===== src/rtl/sync_shift_port.sv =====
module sync_shift_port #(
  parameter int DW = 8
) (
  input  logic          clk,
  input  logic          rst_n,
  input  logic          tick,
  input  logic [1:0]    mode_sel,
  input  logic          rx_en,
  input  logic          wr_buf,
  input  logic [DW-1:0] wr_data,
  input  logic          clr_tx_done,
  input  logic          clr_rx_done,
  input  logic          sd_i,
  output logic          sclk_o,
  output logic          sd_o,
  output logic          sd_oe,
  output logic          busy,
  output logic          tx_done,
  output logic          rx_done,
  output logic [DW-1:0] rx_byte
);
  localparam int CW = (DW > 2) ? $clog2(DW) : 1;

  typedef enum logic [1:0] {S_IDLE, S_TX, S_RX} st_t;

  st_t          st;
  logic [CW-1:0] cnt;
  logic [DW-1:0] sh;
  logic          sclk_q, sd_q;

  wire mode_ok  = (mode_sel == 2'b00);
  wire last     = (cnt == CW'(DW-1));
  wire start_tx = mode_ok && st == S_IDLE && wr_buf;
  wire start_rx = mode_ok && st == S_IDLE && !wr_buf && rx_en && !rx_done;
  wire tx_fin   = st == S_TX && tick && !sclk_q && last;
  wire rx_fin   = st == S_RX && tick && !sclk_q && last;

  assign sclk_o = sclk_q;
  assign sd_o   = sd_q;
  assign sd_oe  = (st != S_RX);
  assign busy   = (st != S_IDLE);

  always_ff @(posedge clk or negedge rst_n) begin
    if (!rst_n) begin
      st      <= S_IDLE;
      cnt     <= '0;
      sh      <= '0;
      sclk_q  <= 1'b1;
      sd_q    <= 1'b1;
      rx_byte <= '0;
    end else begin
      case (st)
        S_IDLE: begin
          if (start_tx) begin
            st     <= S_TX;
            sh     <= wr_data;
            sd_q   <= wr_data[0];
            cnt    <= '0;
            sclk_q <= 1'b1;
          end else if (start_rx) begin
            st     <= S_RX;
            cnt    <= '0;
            sclk_q <= 1'b0;
          end
        end
        S_TX: begin
          if (tick) begin
            if (sclk_q) begin
              sclk_q <= 1'b0;
            end else begin
              sclk_q <= 1'b1;
              if (last) begin
                sd_q <= 1'b1;
                st   <= S_IDLE;
              end else begin
                cnt  <= cnt + 1'b1;
                sd_q <= sh[1];
                sh   <= sh >> 1;
              end
            end
          end
        end
        S_RX: begin
          if (tick) begin
            if (sclk_q) begin
              sclk_q <= 1'b0;
            end else begin
              sclk_q <= 1'b1;
              sh     <= {sd_i, sh[DW-1:1]};
              if (last) begin
                rx_byte <= {sd_i, sh[DW-1:1]};
                st      <= S_IDLE;
              end else begin
                cnt <= cnt + 1'b1;
              end
            end
          end
        end
        default: st <= S_IDLE;
      endcase
    end
  end

  always_ff @(posedge clk or negedge rst_n) begin
    if (!rst_n) begin
      tx_done <= 1'b0;
      rx_done <= 1'b0;
    end else begin
      if (tx_fin)           tx_done <= 1'b1;
      else if (clr_tx_done) tx_done <= 1'b0;
      if (rx_fin)           rx_done <= 1'b1;
      else if (clr_rx_done) rx_done <= 1'b0;
    end
  end

  AST_MODE_GATE: assert property (@(posedge clk) disable iff (!rst_n)
    (!busy && mode_sel != 2'b00) |=> !busy);
  AST_DATA_AT_RISE: assert property (@(posedge clk) disable iff (!rst_n)
    !$stable(sd_o) |-> sclk_o);
  AST_TX_END: assert property (@(posedge clk) disable iff (!rst_n)
    $rose(tx_done) |-> (sclk_o && sd_o && sd_oe && !busy));
  AST_RX_BLOCKED: assert property (@(posedge clk) disable iff (!rst_n)
    (rx_done && !busy) |=> sd_oe);
  AST_TX_STICKY: assert property (@(posedge clk) disable iff (!rst_n)
    (tx_done && !clr_tx_done) |=> tx_done);
  AST_RX_STICKY: assert property (@(posedge clk) disable iff (!rst_n)
    (rx_done && !clr_rx_done) |=> rx_done);
  AST_IDLE_LEVELS: assert property (@(posedge clk) disable iff (!rst_n)
    !busy |-> (sclk_o && sd_oe));
endmodule


===== config.mk =====
export PLATFORM = sky130hd
export DESIGN_NAME = sync_shift_port
export DESIGN_NICKNAME = d
export VERILOG_FILES = /design/src/rtl/sync_shift_port.sv
export SDC_FILE = /design/constraint.sdc
export NUM_CORES = 1
export LEC_CHECK = 0
export ABC_AREA = 1
export BUFFER_PORTS_ARGS = -buffer_cell sky130_fd_sc_hd__buf_4
export CORE_MARGIN = 5
export CORE_UTILIZATION = 52
export CTS_CLUSTER_SIZE = 12
export DETAILED_ROUTE_END_ITERATION = 12
export GPL_TIMING_DRIVEN = 0
export MAX_ROUTING_LAYER = met4
export PLACE_DENSITY = 0.78
export SLEW_MARGIN = 30
export SYNTH_ARGS = -nofsm -noshare
export SYNTH_HDL_FRONTEND = slang
export SYNTH_SLANG_ARGS = --single-unit

===== constraint.sdc =====
create_clock -name clk -period 1.7 [get_ports clk]
set_input_delay 0.085 -clock clk [delete_from_list [all_inputs] [get_ports clk]]
set_output_delay 0.085 -clock clk [all_outputs]
set_load 0.02 [all_outputs]

; Word-level counts from Yosys, hierarchy flattened
; Index checks and enable logic that the tools add are counted.
; Widths: inputs -> output; s select.
[word_totals]
reg_bits = 25
in_bits = 18
output_inout_bits = 14
word_cells = 87
[classes]
add_sub_neg = 1
n_eq_ne = 15
muxes = 33
bitwise = 1
reduce_logical = 29
[ops]
columns = op, count
row1 = $mux 8, 6
row2 = $pmux 8 s3, 1
row3 = $ne 2x2->1 const B, 9
row4 = $mux 3, 5
row5 = $mux 1, 12
row6 = $reduce_and 4->1, 3
row7 = $logic_and 1x1->1, 11
row8 = $mux 2, 5
row9 = $reduce_bool 2->1, 5
row10 = $reduce_and 7->1, 1
row11 = $pmux 3 s2, 1
row12 = $reduce_and 5->1, 1
row13 = $logic_not 2->1, 2
row14 = $ne 2x1->1 const B, 2
row15 = $pmux 1 s2, 2
row16 = $pmux 2 s2, 1
row17 = $add 3x1->3 const B, 1
row18 = $eq 3x3->1 const B, 1
row19 = $logic_not 1->1, 3
row20 = $ne 3x3->1 const B, 1
row21 = $reduce_and 3->1, 1
row22 = $reduce_bool 3->1, 1
row23 = $eq 2x1->1 const B, 1
row24 = $eq 2x2->1 const B, 1
row25 = other kinds (2), 2

; Longest topological paths before layout
[logic_depth]
depth_word = 8
ltp_mapped = 9

; Worst setup path after synthesis
; OpenSTA, ideal clock, no wires.
[synth_timing]
path_type = register -> register
from = register cnt[0]
to = register sh[2]
arrival_time_ps = 1350
setup_slack_ps = 233
stages_incl_launch_ff = 9
path_buffers = 0
synth_period_minus_slack_ps = 1467
path_cell_list = dfrtp_1 -> ha_1 -> ha_1 -> nand2_1 -> nand2_1 -> a21oi_4 -> nand2_4 -> nand2_1 -> nand2_1
[synth_between]
elab_chain_cells = 3
[synth_lines]
columns = item, line_no
row1 = start: declaration, 27  ; logic [CW-1:0] cnt;
row2 = start signal: assignment, 76  ; cnt <= cnt + 1'b1;
row3 = start signal: assignment, 94  ; cnt <= cnt + 1'b1;
row4 = $eq 3x3->1, 32  ; wire last = (cnt == CW'(DW-1));
row5 = $ne 2x2->1 (no line), n/a
row6 = $reduce_and 7->1 (no line), n/a
row7 = end signal: assignment, 56  ; sh <= wr_data;
row8 = end signal: assignment, 78  ; sh <= sh >> 1;
row9 = end signal: assignment, 89  ; sh <= {sd_i, sh[DW-1:1]};
row10 = end: declaration, 28  ; logic [DW-1:0] sh;
; No other way between the ends.
; A chain may end at the register's enable or synchronous reset.

; Worst setup path in the final report
[layout_timing]
from = register st[0]
to = register sh[1]
[layout_between]
elab_chain_cells = 5
word_cells_on_any_way = 14
cone_classes = eq/ne (8) / mux (1) / reduce/logical (5)
[layout_lines]
columns = item, line_no
row1 = start: declaration, 26  ; st_t st;
row2 = start signal: assignment, 45  ; st <= S_IDLE;
row3 = start signal: assignment, 55  ; st <= S_TX;
row4 = start signal: assignment, 61  ; st <= S_RX;
row5 = $logic_not 2->1, "33, 52"
row6 = $logic_and 1x1->1 (2 in a row), 33  ; wire start_tx = mode_ok && st == S_IDLE && wr_buf;
row7 = $ne 2x2->1 (no line), n/a
row8 = $reduce_and 7->1 (no line), n/a
; Several ways; a longest one is shown, not always the timed one.

==> impl_metrics.env <==
export IMPL_rsz_0062_raised_after_global_routing="no"
export IMPL_timing_worst_setup_path_type="reg -> reg"
export IMPL_total_leakage_power_nw=0.969
export IMPL_syn_mean_instance_area_um2=7.50
export IMPL_synthArstFlopShare_pct=100
export IMPL_chipHeight_um=60.5
export IMPL_remaining_drc_errors=0
export IMPL_timing_critical_path_arrival_ns=1.86
export IMPL_placeableCoreArea_mm2=0.00245
export IMPL_cts_max_level=1
export IMPL_synth_top_area_share_pct=41.5
export IMPL_final_critical_path_setup_slack_ns=0.108
export IMPL_routed_via_density=5.04
export IMPL_pwr_density_cell_mw_per_mm2=1720
export IMPL_tritoncts_clock_tree="done"
export IMPL_report_final_setup_viol=0
export IMPL_synth_top_cells_by_area="sky130_fd_sc_hd__dfrtp_1 41%, sky130_fd_sc_hd__nand2_1 21%, sky130_fd_sc_hd__inv_1 6.8%"
export IMPL_synth_top_flop_cell="sky130_fd_sc_hd__dfrtp_1"
export IMPL_ir_drop_uv=1250
export IMPL_maximum_number_of_pins_on_one_net_before_global_route_repair=25
export IMPL_global_route_overflow_total=0
export IMPL_clock_insertion_delay_worst_skew_ns=0.32
export IMPL_drive_gt1_share_pct=25.8
export IMPL_worst_slew_pin_transition_ns=0.309
export IMPL_period_utilization_post_route_pct=93.7
export IMPL_final_max_slew_violation_count=0
export IMPL_post_dp_hpwl_mm=2.31
export IMPL_run_status="complete, no violations"
export IMPL_first_pass_grt_wire_length_mm=5.31
export IMPL_postLayoutCoreUtil_pct=70.9
export IMPL_clk_pin_slew_ns=0.14
export IMPL_synth_area_mm2=0.00133
export IMPL_drt_iter0_markers=77
export IMPL_worst_clock_skew_ns=0.00713
export IMPL_vias=1264
export IMPL_synth_largest_area_cell="sky130_fd_sc_hd__dfrtp_1"
export IMPL_count_of_endpoints_failing_hold_in_the_final_timing_report=0
export IMPL_min_path_type="in -> reg"
export IMPL_top_library_cells_by_usage_in_the_layout_fill_and_taps_aside="72 x sky130_fd_sc_hd__nand2_1, 35 x sky130_fd_sc_hd__buf_4, 24 x sky130_fd_sc_hd__inv_1, 22 x sky130_fd_sc_hd__dfrtp_1, 16 x sky130_fd_sc_hd__nand3_1"
export IMPL_synth_edff_count=0
export IMPL_yosysSeqAreaShare_pct=45.4
export IMPL_fin_nets=246
export IMPL_synth_distinct_cells=18
export IMPL_final_period_minus_worst_setup_slack_ns=1.59
export IMPL_worstSetupEndpointType="flop"
export IMPL_clock_fmax_mhz=628
export IMPL_synthesis_instances=177
export IMPL_synthToLayoutAreaGrowth_pct=31.1
export IMPL_hold_ws_ns=0.102
export IMPL_fin_tns_setup_ns=0
export IMPL_pin_count=32
export IMPL_clock_sinks=24
export IMPL_groute_usage_overall_pct=19.7
export IMPL_cts_root_to_sink_buffers=2
export IMPL_max_cap_violations=0
export IMPL_drt_pass1_iterations=4
export IMPL_buffer_ports_inserted=31
export IMPL_wire_per_inst_um=12.8
export IMPL_grt_antenna_before_repair=0
export IMPL_timing_critical_path_from_type="flop"
export IMPL_synthesis_nets=201
export IMPL_yosys_register_bits=24
export IMPL_postRouteAntennaNets=0
export IMPL_dieArea_mm2=0.00366
export IMPL_cts_inserted_buffers=3
export IMPL_critical_path_required_ns=1.97
export IMPL_mostFrequentLayoutCell="sky130_fd_sc_hd__nand2_1"
export IMPL_routed_wirelength_mm=3.20
export IMPL_highest_net_fanout_along_the_worst_path=6
export IMPL_antennaDiodeCount=0
export IMPL_slew_limit_headroom_pct=79.4
export IMPL_grt_pass1_vias=1188
export IMPL_initial_core_util_pct=54.1
export IMPL_std_cell_rows=18
export IMPL_clockRootBuffer="sky130_fd_sc_hd__clkbuf_4"
export IMPL_placement_setup_worst_slack_ns=0.0351
export IMPL_floorplan_die_width_um=60.5
export IMPL_gp_congestion=0.831
export IMPL_count_of_warnings_emitted_by_yosys=0
metrics by stage:
stage | cells | power [mW] | area (um2)
5_1_grt | 251 | 3.27 | 1740
3_5_place_dp | 238 | 2.44 | 1600
3_3_place_gp | 238 | 2.38 | 1600
2_1_floorplan | 177 | 2.02 | 1330
6_report | 251 | 3.00 | 1740
4_1_cts | 245 | 2.77 | 1660
critical path, cell delays in order (launching register included):
cell and delay, ns:
sky130_fd_sc_hd__dfrtp_1 0.42, sky130_fd_sc_hd__inv_1 0.09, sky130_fd_sc_hd__ha_1 0.30, sky130_fd_sc_hd__nor2_4 0.14, sky130_fd_sc_hd__inv_2 0.05, sky130_fd_sc_hd__a21oi_4 0.24, sky130_fd_sc_hd__buf_4 0.16, sky130_fd_sc_hd__nand3_1 0.06
sky130_fd_sc_hd__nand2_1 0.08
cells by family after synthesis:
| group | share of synthesized area [%] |
|---|---|
| flip-flops | 45.4 |
| adder cells (fa/ha/maj) | 5.65 |
| AO/OA/AOI/OAI | 8.48 |
| buffers and inverters | 8.20 |
| AND/OR/NAND/NOR | 32.2 |
synth_stat cells (all sizes together), types with 2 or more instances:
cell	instances
nand2	77
inv	25
dfrtp	22
o21ai	18
nand3	16
ha	6
nor2	4
buf	3
dfstp	2
sequential cells by signal, summed over array words and instances (netlist names):
| name | cells |
|---|---|
| tx_done | 1 |
| sh | 7 |
| rx_done | 1 |
| cnt | 3 |
| sclk_o | 1 |
| rx_byte | 8 |
| sd_o | 1 |
| st | 2 |
layout make-up:
class | instances | area (um2)
Sequential cell | 24 | 603
Buffer | 3 | 17.5
Inverter | 25 | 93.8
Clock buffer | 4 | 36.3
Multi-Input combinational cell | 125 | 638
Timing Repair Buffer | 40 | 314
Fill cell | 194 | 714
Tap cell | 30 | 37.5
worst paths after layout:
| kind | from | to | slack, ns | depth (start not counted) |
|---|---|---|---|---|
| max in group asynchronous | rst_n | sclk_o | 1.22 | 2 |
| min in group asynchronous | rst_n | rx_byte[4] | 0.19 | 2 |
| worst max register to register | st[0] | sh[1] | 0.11 | 8 |
| worst min register to register | sd_o | sd_o | 0.47 | 2 |
| worst max-delay path | st[0] | sh[1] | 0.11 | 8 |
| worst min-delay path | wr_data[4] | sh[4] | 0.10 | 5 |
where the power goes:
group	internal [mW]	switching, mW
registers	0.739	0.110
logic	0.696	1.15
clock network	0.131	0.175
layer usage:
layer	part of all wire, %	GRT usage (%)	wire length (um)
met5	0	-	0
met3	6.1	2.98	194
met1	43	24.6	1370
met4	0.78	5.57	25
met2	50	33.3	1610
what timing repair did:
action | 4_1_cts | 5_1_grt
buffers inserted | 0 | 5
resized for setup | 0 | 9
endpoints found under the setup margin | 0 | 20
hold endpoints to repair | 26 | 1
hold buffers | 3 | 1
Note: power is estimated with default switching activity, not from simulation.
